`src/rtl/patch_pkg.sv`:
```
// Shared constants for the ROM patch redirect unit.
// Assumes a 16-bit address space and an 8-bit register port.
package patch_pkg;
    localparam int PATCH_AW    = 16;
    localparam int PATCH_DW    = 8;
    localparam int PATCH_SLOTS = 2;
    localparam logic [PATCH_AW-1:0] PATCH_REG_BASE = 16'h0FF8;
    localparam logic [PATCH_AW-1:0] PATCH_RAM_VEC  = 16'h0100;
    localparam logic [PATCH_AW-1:0] PATCH_ROM_VEC  = 16'hF100;
    localparam logic [PATCH_AW-1:0] PATCH_VEC_STEP = 16'h0020;
endpackage

```
`src/rtl/patch_regs.sv`:
```
// Register file of the patch unit: per-slot match addresses stored
// big-endian (high byte at the lower offset), followed by one control byte
// holding the slot enables and the vector selector.
// Assumes AW is a multiple of DW and NS+1 <= DW.
module patch_regs #(
    parameter int AW = patch_pkg::PATCH_AW,
    parameter int DW = patch_pkg::PATCH_DW,
    parameter int NS = patch_pkg::PATCH_SLOTS,
    parameter logic [AW-1:0] REG_BASE = patch_pkg::PATCH_REG_BASE
) (
    input  logic                  clk,
    input  logic                  rst_n,
    input  logic [AW-1:0]         bus_addr,
    input  logic                  bus_we,
    input  logic [DW-1:0]         bus_wdata,
    output logic [DW-1:0]         bus_rdata,
    output logic [NS-1:0][AW-1:0] slot_addr,
    output logic [NS-1:0]         slot_en,
    output logic                  vec_sel
);
    localparam int BPS      = AW / DW;
    localparam int NMATCH   = NS * BPS;
    localparam int CTRL_OFS = NMATCH;
    localparam int CW       = NS + 1;

    logic [DW-1:0] match_q [NMATCH];
    logic [CW-1:0] ctrl_q;
    logic [AW-1:0] ofs;
    logic          in_range;

    // Decode the offset of the register port address from the block base.
    always_comb begin
        ofs      = bus_addr - REG_BASE;
        in_range = (ofs <= AW'(CTRL_OFS));
    end

    // Store written bytes; everything clears on reset.
    always_ff @(posedge clk) begin
        if (!rst_n) begin
            for (int i = 0; i < NMATCH; i++) match_q[i] <= '0;
            ctrl_q <= '0;
        end else if (bus_we && in_range) begin
            for (int i = 0; i < NMATCH; i++)
                if (ofs == AW'(i)) match_q[i] <= bus_wdata;
            if (ofs == AW'(CTRL_OFS)) ctrl_q <= bus_wdata[CW-1:0];
        end
    end

    // Return the addressed byte, unused control bits forced low.
    always_comb begin
        bus_rdata = '0;
        if (in_range) begin
            for (int i = 0; i < NMATCH; i++)
                if (ofs == AW'(i)) bus_rdata = match_q[i];
            if (ofs == AW'(CTRL_OFS)) bus_rdata = DW'(ctrl_q);
        end
    end

    // Assemble each slot's address from its bytes, high byte first.
    always_comb begin
        for (int s = 0; s < NS; s++)
            for (int k = 0; k < BPS; k++)
                slot_addr[s][(BPS-1-k)*DW +: DW] = match_q[s*BPS + k];
        slot_en = ctrl_q[NS-1:0];
        vec_sel = ctrl_q[NS];
    end

    AST_CTRL_WRITE_LANDS: assert property (@(posedge clk) disable iff (!rst_n)
        ($past(rst_n) && $past(bus_we) && $past(bus_addr) == REG_BASE + AW'(CTRL_OFS))
        |-> ({vec_sel, slot_en} == $past(bus_wdata[CW-1:0])));
    AST_CTRL_HOLDS: assert property (@(posedge clk) disable iff (!rst_n)
        ($past(rst_n) && !$past(bus_we)) |-> $stable({vec_sel, slot_en}));
    AST_CTRL_UNUSED_ZERO: assert property (@(posedge clk) disable iff (!rst_n)
        (bus_addr == REG_BASE + AW'(CTRL_OFS)) |-> (bus_rdata[DW-1:CW] == '0));
endmodule

```
`src/rtl/patch_slot_cmp.sv`:
```
// One patch slot comparator: flags a hit when an opcode fetch address equals
// the slot's stored address and the slot is enabled. Purely combinational.
module patch_slot_cmp #(
    parameter int AW = patch_pkg::PATCH_AW
) (
    input  logic [AW-1:0] fetch_pc,
    input  logic          fetch_op,
    input  logic [AW-1:0] match_addr,
    input  logic          enable,
    output logic          hit
);
    // Qualify the address compare by the enable and the opcode strobe.
    always_comb hit = fetch_op && enable && (fetch_pc == match_addr);
endmodule

```
`src/rtl/patch_vector_sel.sv`:
```
// Picks the winning slot (lowest index first) and forms the vector inside the
// RAM or ROM window; otherwise passes the fetch address through.
module patch_vector_sel #(
    parameter int AW = patch_pkg::PATCH_AW,
    parameter int NS = patch_pkg::PATCH_SLOTS,
    parameter logic [AW-1:0] RAM_VEC  = patch_pkg::PATCH_RAM_VEC,
    parameter logic [AW-1:0] ROM_VEC  = patch_pkg::PATCH_ROM_VEC,
    parameter logic [AW-1:0] VEC_STEP = patch_pkg::PATCH_VEC_STEP
) (
    input  logic [NS-1:0] hit,
    input  logic          vec_sel,
    input  logic [AW-1:0] fetch_pc,
    output logic          redirect,
    output logic [AW-1:0] addr_out
);
    int            win;
    logic [AW-1:0] base;

    // Priority encode so the lowest slot index wins.
    always_comb begin
        win = 0;
        for (int s = NS - 1; s >= 0; s--)
            if (hit[s]) win = s;
    end

    // Form the vector in the selected window or pass the PC through.
    always_comb begin
        base     = vec_sel ? ROM_VEC : RAM_VEC;
        redirect = |hit;
        addr_out = redirect ? (base + AW'(win) * VEC_STEP) : fetch_pc;
    end
endmodule

```
`src/rtl/patch_redirect_unit.sv`:
```
// Top of the ROM patch redirect unit: register file, one comparator per
// slot, and the vector selector. The redirect is combinational in the fetch
// cycle; register writes take effect at the next clock edge.
module patch_redirect_unit #(
    parameter int AW = patch_pkg::PATCH_AW,
    parameter int DW = patch_pkg::PATCH_DW,
    parameter int NS = patch_pkg::PATCH_SLOTS,
    parameter logic [AW-1:0] REG_BASE = patch_pkg::PATCH_REG_BASE,
    parameter logic [AW-1:0] RAM_VEC  = patch_pkg::PATCH_RAM_VEC,
    parameter logic [AW-1:0] ROM_VEC  = patch_pkg::PATCH_ROM_VEC,
    parameter logic [AW-1:0] VEC_STEP = patch_pkg::PATCH_VEC_STEP
) (
    input  logic          clk,
    input  logic          rst_n,
    input  logic [15:0]   reg_addr,
    input  logic          reg_we,
    input  logic [7:0]    reg_wdata,
    output logic [7:0]    reg_rdata,
    input  logic [15:0]   fetch_pc,
    input  logic          fetch_op,
    output logic          redirect,
    output logic [15:0]   fetch_addr_out
);
    logic [NS-1:0][AW-1:0] slot_addr;
    logic [NS-1:0]         slot_en;
    logic [NS-1:0]         slot_hit;
    logic                  vec_sel;
    logic [AW-1:0]         vec_rel;

    patch_regs #(.AW(AW), .DW(DW), .NS(NS), .REG_BASE(REG_BASE)) u_regs (
        .clk(clk), .rst_n(rst_n),
        .bus_addr(reg_addr), .bus_we(reg_we), .bus_wdata(reg_wdata),
        .bus_rdata(reg_rdata),
        .slot_addr(slot_addr), .slot_en(slot_en), .vec_sel(vec_sel)
    );

    for (genvar s = 0; s < NS; s++) begin : g_slot
        patch_slot_cmp #(.AW(AW)) u_cmp (
            .fetch_pc(fetch_pc), .fetch_op(fetch_op),
            .match_addr(slot_addr[s]), .enable(slot_en[s]),
            .hit(slot_hit[s])
        );
    end

    patch_vector_sel #(.AW(AW), .NS(NS), .RAM_VEC(RAM_VEC), .ROM_VEC(ROM_VEC),
                       .VEC_STEP(VEC_STEP)) u_vec (
        .hit(slot_hit), .vec_sel(vec_sel), .fetch_pc(fetch_pc),
        .redirect(redirect), .addr_out(fetch_addr_out)
    );

    // Offset of the output address from the selected window, for checking.
    always_comb vec_rel = fetch_addr_out - (vec_sel ? ROM_VEC : RAM_VEC);

    AST_RESET_CLEARS: assert property (@(posedge clk) disable iff (!rst_n)
        !$past(rst_n) |-> (slot_en == '0 && !redirect));
    AST_REDIRECT_NEEDS_FETCH: assert property (@(posedge clk) disable iff (!rst_n)
        redirect |-> fetch_op);
    AST_DISABLED_QUIET: assert property (@(posedge clk) disable iff (!rst_n)
        (slot_en == '0) |-> !redirect);
    AST_VEC_IN_WINDOW: assert property (@(posedge clk) disable iff (!rst_n)
        redirect |-> (vec_rel < AW'(NS) * VEC_STEP));
    AST_SLOT_A_PRIORITY: assert property (@(posedge clk) disable iff (!rst_n)
        slot_hit[0] |-> (fetch_addr_out == (vec_sel ? ROM_VEC : RAM_VEC)));
endmodule

```
`config.mk`:
```
export PLATFORM = sky130hd
export DESIGN_NAME = patch_redirect_unit
export DESIGN_NICKNAME = d
export VERILOG_FILES = /design/src/rtl/patch_pkg.sv /design/src/rtl/patch_regs.sv /design/src/rtl/patch_slot_cmp.sv /design/src/rtl/patch_vector_sel.sv /design/src/rtl/patch_redirect_unit.sv
export SDC_FILE = /design/constraint.sdc
export NUM_CORES = 1
export LEC_CHECK = 0
export ABC_AREA = 0
export BUFFER_PORTS_ARGS = -buffer_cell sky130_fd_sc_hd__clkbuf_2
export CORE_MARGIN = 5
export CORE_UTILIZATION = 40
export CTS_CLUSTER_DIAMETER = 100
export CTS_CLUSTER_SIZE = 12
export DETAILED_ROUTE_END_ITERATION = 8
export GPL_TIMING_DRIVEN = 0
export MAX_ROUTING_LAYER = met4
export PLACE_DENSITY = 0.73
export SKIP_LAST_GASP = 1
export SLEW_MARGIN = 0
export SYNTH_ARGS = -nofsm -noshare
export SYNTH_HDL_FRONTEND = slang
export SYNTH_SLANG_ARGS = --single-unit
```
`constraint.sdc`:
```
create_clock -name clk -period 4.5 [get_ports clk]
set_input_delay 1.125 -clock clk [delete_from_list [all_inputs] [get_ports clk]]
set_output_delay 1.125 -clock clk [all_outputs]
set_load 0.05 [all_outputs]
```
[Word level (Yosys, flattened, before mapping)]
Memories as Yosys holds them, arrays and structs flattened.
Cells that the tools add are included.
Operators by class
  bitwise logic cells: 4
  add/sub/neg operators: 2
  eq/ne operators: 6
  magnitude comparators: 1
  reduce and logical (&&, ||, !) cells: 8
  multiplexer cells: 31
Operators by type and width (count)
  two-way mux 8 bit: 10
  equality test 16 bit: 2
  equality test 16 x 2 -> 1 bit, second input constant: 2
  two-way mux 16 bit: 2
  two-way mux 1 bit: 19
  adder 16 x 6 -> 16 bit: 1
  equality test 16 x 1 -> 1 bit, second input constant: 1
  equality test 16 x 3 -> 1 bit, second input constant: 1
  <= comparator 16 x 3 -> 1 bit, second input constant: 1
  logical NOT 16 bit: 1
  subtractor 16 x 12 -> 16 bit, second input constant: 1
  logical AND 1 bit: 5
  OR 1 bit: 4
  AND reduction 2 bit: 1
  OR reduction 2 bit: 1
Storage, ports and cells
  output and inout bits: 25
  input bits: 44
  logic and storage cells: 54
  memories kept: 1
  register bits after elaboration: 3
  RAM bits: 32
Memories
  u_regs.match_q: depth 4, bits a word 8, rd ports 4, clocked after Yosys merged registers in 0, wr ports 4, line patch_regs.sv:26  | logic [DW-1:0] match_q [NMATCH];

[Logic depth before layout (Yosys ltp)]
  depth in word-level cells: 8
  gate-level depth with buffers: 8
  gate-level depth less buffers: 6

[Cells and area by module]
A second synthesis with hierarchy kept.
Unflattened totals
  cells, all modules: 219
  area, all modules: 2378.5 sq um
By module, submodules not included
  patch_regs: times used 1, seq. area each 1021.0 sq um, cells an instance 154, area each 1870.5 sq um
  patch_slot_cmp: times used 2, seq. area each 0.0 sq um, cells an instance 22, area each 183.9 sq um
  patch_vector_sel: times used 1, seq. area each 0.0 sq um, cells an instance 21, area each 140.1 sq um

[Worst setup path after synthesis]
Ideal clock, no wire load.
  path kind: input port to output port
  from: in reg_addr[9]
  to: out reg_rdata[7]
  setup slack: -0.180 ns
  cell stages on the path: 7
  path buffers: 2
  arrival: 3.555 ns
  required time: 3.375 ns
  cell sequence: or3_4 > a2111oi_4 > a41oi_2 > or2_1 > buf_6 > buf_6 > nor3b_1
Between the ends
  longest elaborated chain between the ends: 8
  elaborated cells on any way between the ends: 13
  those cells by class: add/sub (1); order compare (1); eq/ne (4); mux (6); reduce/logical (1)
RTL lines
  start, declared: line patch_redirect_unit.sv:15  | input logic [15:0] reg_addr,
  subtractor 16 x 12 -> 16 bit (*): line patch_regs.sv:33  | ofs = bus_addr - REG_BASE;
  logical NOT 16 bit: line patch_regs.sv:54  | if (ofs == AW'(i)) bus_rdata = match_q[i];
  two-way mux 8 bit (4 in series): line patch_regs.sv:54
  two-way mux 8 bit: line patch_regs.sv:55  | if (ofs == AW'(CTRL_OFS)) bus_rdata = DW'(ctrl_q);
  two-way mux 8 bit (*): line patch_regs.sv:52  | if (in_range) begin
  end, declared: line patch_redirect_unit.sv:18  | output logic [7:0] reg_rdata,
Mark *: on every way between the ends. The rest lies on a longest branch, timed or not.

[Final worst setup path]
  from: in fetch_pc[13]
  to: out fetch_addr_out[7]
Between the ends
  longest elaborated chain between the ends: 6
  elaborated cells on any way between the ends: 9
  those cells by class: add/sub (1); eq/ne (2); mux (3); reduce/logical (3)
RTL lines
  start, declared: line patch_redirect_unit.sv:19  | input logic [15:0] fetch_pc,
  equality test 16 bit: line patch_slot_cmp.sv:13  | always_comb hit = fetch_op && enable && (fetch_pc == match_addr);
  logical AND 1 bit: line patch_slot_cmp.sv:13
  two-way mux 1 bit (2 in series): line patch_vector_sel.sv:23  | if (hit[s]) win = s;
  adder 16 x 6 -> 16 bit: line patch_vector_sel.sv:30  | addr_out = redirect ? (base + AW'(win) * VEC_STEP) : fetch_pc;
  two-way mux 16 bit (*): line patch_vector_sel.sv:30
  end, declared: line patch_redirect_unit.sv:22  | output logic [15:0] fetch_addr_out
Marks and branches as above.

==> reports/qor.yml <==
setup_slack_ns: 0.358
fmax_mhz: 241
path_cells: "clkbuf_2 -> xnor2_1 -> nand4_1 -> nor2_1 -> a32oi_1 -> clkbuf_1 -> and2_1 -> clkbuf_2"
yosys.area_share.adder_pct: 0.516
crit_arrival_ns: 3.02
grt_pass1_wl_um: 10500
grt_use_total_pct: 18.5
worstSetupPathType: "input pin to primary output"
fin_setup_tns_ns: 0
max_slew_margin_pct: 7.53
drc: 0
first_iter_violations: 204
worst_ep_required_time_ns: 3.38
syn_area_per_cell_sq_um: 10.5
rsz0062_at_grt: "false"
diodes: 0
cp-start-kind: "input pin"
layout-drive-gt1-share_pct: 32.5
yosys_register_bits: 35
worst_pin_slew_ns: 1.38
hold_viol_final: 0
cap_violations: 0
slew_violations: 0
cts_tree: "yes"
seq_area_frac_synth_pct: 42.1
p_total_uw: 773
clock_path_buffers: 2
cts.clk_slew.worst_paths_ns: 0.06
final_nets: 349
antenna_found_initial: 0
outcome: "finished clean"
synth_compound_area_share_pct: 6.76
vdd_ir_drop_max_v: 0.000114
die-area_sq_um: 7720
postSynth.asyncResetShare_pct: 0
top_layer: "met4"
synth_xor_xnor_area_share_pct: 11.6
dp.cells: 372
fill_cells: 560
setup_viol: 0
clock-skew-final_ns: 0
vias_per_cell: 5.48
multi_input_area_sq_um: 1310
synthSimpleGateAreaFrac_pct: 24.4
fin_crit_ns: 4.14
io_pins: 69
crit_slowest_cell: "a32oi_1"
syn2layout_area_growth_pct: 21.7
place.port_buffers: 66
hp-class: "flip-flop to flip-flop"
row_count: 28
grt_overflow: 0
wl_per_cell_um: 17.3
grt_max_degree: 12
max_stage_delay_ns: 0.51
cp_max_fo: 10
p_leak_uw: 0.00102
finalNonFillerCells: 380
postCtsSetupBuffers: 0
cts_hold_buf: 0
ys.flop_type: "edfxtp_1"
start_util_pct: 41.0
clock-sinks: 35
ant_nets: 0
seq_area_sq_um: 1020
clk_latency_ns: 0.29
die_h_um: 87.9
clockRootBuffer: "clkbuf_8"
cp-end-kind: "primary output"
synth_edf_count: 32
die_w_um: 87.9
dpl_cell_area_sq_um: 2860
dp_hpwl_um: 5260
wl_met1_um: 2750
synth_area_sq_um: 2430
htreeDepth: 2
cts.repair.resized: 0
place.gp.congestion: 0.903
synth_top_family_by_area: "simple AND/OR/NAND/NOR gates"
totalWireLength_um: 6590
synthDistinctLibCells: 44
synthMuxAreaShare_pct: 10.5
pre_cts_ws_ns: 0.342
finalInstanceArea_sq_um: 2950
cts_made_buffers: 5
syn_inst: 231
dr_wl_met3_um: 482
wl_met2_um: 3240
firstDrtPassIters: 4
yosys_warnings: 0
grt_pass1_vias: 2109
core-area_sq_um: 5920
vias: 2081
period_share_pct: 92.0
powerDensity_nw_per_um2: 262
critPathMostFrequentCell: "clkbuf_2"
syn_nets: 276
## final cells by class
class	count	share of cell area, %
multi-input cells	179	44.5
flip-flops and latches	35	34.6
repair buffers	66	11.2
well taps	75	3.18
plain buffers	14	3.05
clock buffers	7	2.92
inverters	3	0.382
clock inverters	1	0.170
## sequential cells by signal, indices dropped and copies added, names as in the netlist
signal and cells:
u_regs.ctrl_q 3, u_regs.match_q 32
## power by group
part / internal [uW] / leakage [uW] / switching (uW)
logic: 63.0 / 0.000647 / 96.4
clock network: 123 / 0.0000482 / 109
registers: 369 / 0.000328 / 11.9
total: 556 / 0.00102 / 218
## synth_stat cells (2+ instances only)
cell	instances	area (sq um)
dfxtp_1	3	60.1
nor3_1	31	155
mux2i_1	3	30.0
clkbuf_1	8	30.0
nor2b_1	2	12.5
o21ai_0	2	10.0
o31ai_1	3	22.5
xor2_1	3	26.3
edfxtp_1	32	961
nor4_1	5	31.3
xnor2_1	29	254
a31oi_1	2	12.5
inv_1	3	11.3
nand2b_1	3	18.8
mux4_2	8	180
a22oi_1	3	22.5
and2_1	10	62.6
nand2_1	30	113
nand3_1	4	20.0
nor2_1	11	41.3
nand4_1	8	50.1
mux2_2	4	45.0
buf_6	3	33.8
## stage by stage
stage          hold WS, ns  util [%]
2_1_floorplan        0.448         -
3_3_place_gp         0.492      48.2
3_5_place_dp         0.501      48.2
4_1_cts              0.510      49.8
5_1_grt              0.556      49.9
6_report             0.508      49.9
## placed cells by master, fill, tap and decap left out, types with 2 or more instances in the layout
| master | n |
|---|---|
| clkbuf_2 | 66 |
| edfxtp_1 | 32 |
| nor3_1 | 31 |
| nand2_1 | 30 |
| xnor2_1 | 29 |
| nor2_1 | 11 |
| and2_1 | 10 |
| clkbuf_1 | 9 |
| nand4_1 | 8 |
| mux4_2 | 8 |
| clkbuf_8 | 6 |
| nor4_1 | 5 |
| nand3_1 | 4 |
| mux2_2 | 4 |
| inv_1 | 3 |
| nand2b_1 | 3 |
| buf_6 | 3 |
| a22oi_1 | 3 |
| xor2_1 | 3 |
| mux2i_1 | 3 |
| dfxtp_1 | 3 |
| o21ai_0 | 2 |
| a31oi_1 | 2 |
| nor2b_1 | 2 |
| o31ai_2 | 2 |
| o31ai_1 | 2 |
## critical path, delay by kind of cell
kind                      cells  cell delay (ns)
buffers and inverters         3             0.80
AOI/OAI and AO/OA             1             0.51
and+or+nand+nor               3             0.43
xor gates and xnor gates      1             0.15
## metal layers
| metal | global-route usage (%) | vias up |
|---|---|---|
| li1 | - | 1008 |
| met1 | 22.3 | 969 |
| met2 | 31.0 | 91 |
| met3 | 3.20 | 13 |
| met4 | 6.69 | 0 |
| met5 | - | - |
## kinds of logic (layout without fill, tap and decap cells)
kind of cell             Yosys count  after routing
adder cells (fa/ha/maj)            1              1
AO/OA/AOI/OAI                     18             18
multiplexers                      15             15
XOR/XNOR                          32             32
buffers and inverters             17             91
flip-flops                        35             35
AND/OR/NAND/NOR                  113            113
## final timing paths
check | cells after the start | slack (ns) | end | startpoint
setup / recovery | 8 | 0.36 | fetch_addr_out[7] | fetch_pc[13]
hold / removal | 2 | 0.51 | u_regs.ctrl_q[0] | u_regs.ctrl_q[0]
setup reg to reg | 2 | 3.77 | u_regs.ctrl_q[2] | u_regs.ctrl_q[2]
hold reg to reg | 2 | 0.51 | u_regs.ctrl_q[0] | u_regs.ctrl_q[0]
(Power assumes the default switching activity.)
